<file path="src/rtl/bp_pkg.sv">
package bp_pkg;
  typedef enum logic {
    BP_MODE_CTR    = 1'b0,
    BP_MODE_ONEBIT = 1'b1
  } bp_mode_e;
endpackage

</file>
<file path="src/rtl/bp_index.sv">
module bp_index #(
  parameter int ADDR_W    = 32,
  parameter int IDX_W     = 6,
  parameter int ALIGN_LSB = 2
) (
  input  logic [ADDR_W-1:0] addr_i,
  output logic [IDX_W-1:0]  idx_o
);
  logic unused_addr;
  assign unused_addr = ^addr_i;
  assign idx_o = addr_i[ALIGN_LSB +: IDX_W];
endmodule

</file>
<file path="src/rtl/bp_entry_next.sv">
module bp_entry_next #(
  parameter int               ENT_W = 2,
  parameter bp_pkg::bp_mode_e MODE  = bp_pkg::BP_MODE_CTR
) (
  input  logic [ENT_W-1:0] cur_i,
  input  logic             taken_i,
  input  logic             pred_used_i,
  output logic [ENT_W-1:0] nxt_o,
  output logic             wr_o
);
  localparam logic [ENT_W-1:0] MAX_VAL = '1;
  localparam logic [ENT_W-1:0] ONE     = ENT_W'(1);

  generate
    if (MODE == bp_pkg::BP_MODE_ONEBIT) begin : g_onebit
      // flip only when the guess that was used turned out wrong
      assign wr_o  = pred_used_i ^ taken_i;
      assign nxt_o = ~cur_i;
    end else begin : g_ctr
      logic unused_pred;
      assign unused_pred = pred_used_i;
      assign wr_o = 1'b1;
      always_comb begin
        if (taken_i) nxt_o = (cur_i == MAX_VAL) ? cur_i : cur_i + ONE;
        else         nxt_o = (cur_i == '0)      ? cur_i : cur_i - ONE;
      end
    end
  endgenerate
endmodule

</file>
<file path="src/rtl/bp_table.sv">
module bp_table #(
  parameter int               IDX_W   = 6,
  parameter int               ENT_W   = 2,
  parameter logic [ENT_W-1:0] RST_VAL = '0
) (
  input  logic             clk_i,
  input  logic             rst_ni,
  input  logic [IDX_W-1:0] rd_idx_i,
  output logic [ENT_W-1:0] rd_data_o,
  input  logic [IDX_W-1:0] rmw_idx_i,
  output logic [ENT_W-1:0] rmw_data_o,
  input  logic             we_i,
  input  logic [ENT_W-1:0] wr_data_i
);
  localparam int DEPTH = 1 << IDX_W;

  logic [ENT_W-1:0] mem_q [DEPTH];

  // both reads see the stored value, so a same-index read gets the old entry
  assign rd_data_o  = mem_q[rd_idx_i];
  assign rmw_data_o = mem_q[rmw_idx_i];

  always_ff @(posedge clk_i or negedge rst_ni) begin
    if (!rst_ni) begin
      for (int k = 0; k < DEPTH; k++) mem_q[k] <= RST_VAL;
    end else if (we_i) begin
      mem_q[rmw_idx_i] <= wr_data_i;
    end
  end
endmodule

</file>
<file path="src/rtl/bp_sat_table.sv">
module bp_sat_table #(
  parameter int               ADDR_W    = 32,
  parameter int               IDX_W     = 6,
  parameter int               ALIGN_LSB = 2,
  parameter int               CTR_W     = 2,
  parameter bp_pkg::bp_mode_e MODE      = bp_pkg::BP_MODE_CTR
) (
  input  logic              clk_i,
  input  logic              rst_ni,
  input  logic [ADDR_W-1:0] fetch_addr_i,
  output logic              pred_taken_o,
  input  logic              upd_valid_i,
  input  logic [ADDR_W-1:0] upd_addr_i,
  input  logic              upd_taken_i,
  input  logic              upd_pred_i
);
  localparam int ENT_W = (MODE == bp_pkg::BP_MODE_ONEBIT) ? 1 : CTR_W;
  localparam int RST_INT = (1 << (ENT_W - 1)) - 1;
  localparam logic [ENT_W-1:0] RST_VAL = ENT_W'(RST_INT);

  logic [IDX_W-1:0] fetch_idx, upd_idx;
  logic [ENT_W-1:0] fetch_ent, upd_cur, upd_nxt;
  logic             upd_wr;

  bp_index #(.ADDR_W(ADDR_W), .IDX_W(IDX_W), .ALIGN_LSB(ALIGN_LSB)) fetch_idx_i (
    .addr_i(fetch_addr_i), .idx_o(fetch_idx)
  );

  bp_index #(.ADDR_W(ADDR_W), .IDX_W(IDX_W), .ALIGN_LSB(ALIGN_LSB)) upd_idx_i (
    .addr_i(upd_addr_i), .idx_o(upd_idx)
  );

  bp_table #(.IDX_W(IDX_W), .ENT_W(ENT_W), .RST_VAL(RST_VAL)) table_i (
    .clk_i      (clk_i),
    .rst_ni     (rst_ni),
    .rd_idx_i   (fetch_idx),
    .rd_data_o  (fetch_ent),
    .rmw_idx_i  (upd_idx),
    .rmw_data_o (upd_cur),
    .we_i       (upd_valid_i & upd_wr),
    .wr_data_i  (upd_nxt)
  );

  bp_entry_next #(.ENT_W(ENT_W), .MODE(MODE)) next_i (
    .cur_i       (upd_cur),
    .taken_i     (upd_taken_i),
    .pred_used_i (upd_pred_i),
    .nxt_o       (upd_nxt),
    .wr_o        (upd_wr)
  );

  assign pred_taken_o = fetch_ent[ENT_W-1];
endmodule

</file>
<file path="config.mk">
export PLATFORM = sky130hd
export DESIGN_NAME = bp_sat_table
export DESIGN_NICKNAME = d
export VERILOG_FILES = /design/src/rtl/bp_pkg.sv /design/src/rtl/bp_index.sv /design/src/rtl/bp_entry_next.sv /design/src/rtl/bp_table.sv /design/src/rtl/bp_sat_table.sv
export SDC_FILE = /design/constraint.sdc
export NUM_CORES = 1
export LEC_CHECK = 0
export BUFFER_PORTS_ARGS = -buffer_cell sky130_fd_sc_hd__clkbuf_2
export CAP_MARGIN = 20
export CORE_UTILIZATION = 40
export CTS_CLUSTER_SIZE = 16
export DETAILED_ROUTE_END_ITERATION = 16
export SYNTH_ARGS = -nofsm -noshare
export SYNTH_HDL_FRONTEND = slang
export SYNTH_HIERARCHICAL = 1
export SYNTH_SLANG_ARGS = --single-unit
</file>
<file path="constraint.sdc">
create_clock -name clk_i -period 2.7 [get_ports clk_i]
set_input_delay 0.135 -clock clk_i [delete_from_list [all_inputs] [get_ports clk_i]]
set_output_delay 0.135 -clock clk_i [all_outputs]
set_load 0.01 [all_outputs]
</file>
==> impl_metrics.ini <==
[placement]
pre_cts_ws_ps = -106
hpwlAfterDp_mm = 12.8
port_buffers = 16
gp_congestion = 0.840

[finish]
post-route-util = 0.471
reg.largest.list = table_i/mem_q (128)
regMostFlops = table_i/mem_q
syn2layout_area_growth_pct = 14.2
final_nets = 647
largest_register_ffs = 128
drive_gt1_frac = 0.545
num_antenna_cells = 0
fillers = 1565

[clock_tree]
cts.sinks = 128
clk_latency_ps = 420
numCtsBuffers = 17
cts_root_buffer = clkbuf_16
clk_path_buf_depth = 2
htree_num_levels = 4
cts_tree = done
cts_setup_buffers = 0
clk_pin_slew_worst_paths_ps = 50

[route]
drtAntennaViolNets = 0
top_layer_used = met4
vias = 4736
wl_per_cell_um = 22.1
drt_wl_total_mm = 18.0
route.detailed.drc = 0
dr.first_iter.drc_count = 359
wl_met2_mm = 8.55
drt_first_pass_iters = 5
wl_met3_mm = 1.04
viasPerCell = 5.80
wl_met1_mm = 8.09

[global_route]
grt_pass1_wl_mm = 29.1
grt_pass1_vias = 5028
antenna_found_initial = 0
grt_use_total = 0.216
grt_max_degree = 63
overflow = 0

[timing]
max_freq_mhz = 379
slew_headroom = 0.589
finalSetupViolCount = 0
finalWorstSetupSlack_ps = 58.4
fin_crit_ps = 2640
timing.final.crit_share = 0.978
maxSlewViolCount = 0
final_hold_viol_count = 0
worstMarginPinSlew_ps = 615
skew_ps = 6.01
rsz0062_at_grt = true

[critical_path]
critical_path_arrival_ps = 2940
cp_cell_sequence = mux4_2 > a32o_1 > nor4_1 > nand4_1 > maj3_2 > buf_12 > mux2_2
worst_path_max_delay_cell = mux4_2
path_class = flip-flop to flip-flop
crit_path_end_kind = flip-flop
worst_setup_path_start_kind = flip-flop
worstPathRequired_ps = 3000
slowest_delay_ps = 520
crit_fanout = 38

[logic_synthesis]
syn_avg_cell_area_um2 = 12.9
syn_nets = 625
synth_area_mm2 = 0.00715
syn_inst = 556
synth-warning-count = 6

[floorplan]
io_pins = 70
rows = 48
die_height_um = 136
die-area_mm2 = 0.0184
start_util = 0.412
fp.dieW_um = 136
core_area_mm2 = 0.0174

[status]
status = completed

[job]
cap_viol_max_count = 0

[min_path]
min-delay-path-class = input port to async pin

[pwr]
power_density_mw_per_mm2 = 595
vdd_ir_drop_max_uv = 459
leakage_nw = 3.54
## per-stage QoR
stage,setup TNS (ps),hold WS [ps],cells,area (um^2),power (mW)
6_report,0,213,816,8170,4.86
5_1_grt,-338,247,816,8170,5.04
4_1_cts,0,223,816,8160,4.91
3_5_place_dp,-7860,115,783,7590,2.73
3_3_place_gp,-5750,107,783,7590,2.71
2_1_floorplan,0,-161,556,7150,2.52
## cells in the final DEF (no fill, tap or decap), drive strengths merged, types with 2 or more instances in the layout
cell,n
nor3,8
dfrtp,64
nand3b,2
nor3b,3
clkbuf,40
mux2i,8
nor2,39
clkinv,6
and3,6
nand2b,3
buf,45
a221oi,3
o21ai,7
nand4,4
mux4,38
dfstp,64
a21oi,9
a31oi,2
nor2b,4
o311ai,2
and2,2
and3b,2
a22oi,3
nand3,10
o221ai,2
o22ai,5
nand2,49
inv,6
mux2,136
maj3,2
## timing repair
| item | 4_1_cts | 5_1_grt |
|---|---|---|
| hold buffers | 1 | 0 |
| endpoints found under the hold margin | 31 | 0 |
| setup endpoints to repair | 0 | 36 |
| gates resized for setup | 0 | 3 |
## where the power goes
group	total, mW	internal, mW	switching (mW)
clock	2.15	1.35	0.802
combinational	0.555	0.265	0.290
sequential	2.15	2.08	0.0657
total	4.86	3.70	1.16
## critical path: cells and delay by family (launching register included)
kind,cells,cell delay (ps)
muxes,2,810
adders and majority gates,1,410
AOI/OAI and AO/OA,1,280
DFF,1,360
buffers and inverters,1,180
and+or+nand+nor,2,460
## cell type report
cell class	instances	area, um^2	share of cell area
inverters	6	22.5	0.00276
repair buffers	61	536	0.0656
clock buffers	25	495	0.0607
clock inverters	7	60.1	0.00735
flip-flops and latches	128	3280	0.402
multi-input cells	364	3490	0.427
well taps	225	282	0.0345
## worst paths after layout
check / start / slack (ps) / to / cells past startpoint
min in group clk_i: upd_addr_i[7] / 380 / table_i/mem_q[118] / 5
setup / recovery: table_i/mem_q[80] / 60 / table_i/mem_q[69] / 7
hold reg to reg: table_i/mem_q[127] / 520 / table_i/mem_q[127] / 1
hold / removal: rst_ni / 210 / table_i/mem_q[51] / 2
setup reg to reg: table_i/mem_q[80] / 60 / table_i/mem_q[69] / 7
max in group asynchronous: rst_ni / 1650 / table_i/mem_q[126] / 3
## per-layer routing
layer,global-route usage,vias up
met5,0,-
met2,0.332,165
met1,0.297,2463
met4,0.0737,0
li1,-,2085
met3,0.0546,23
Power figures use the tool's default switching activity.
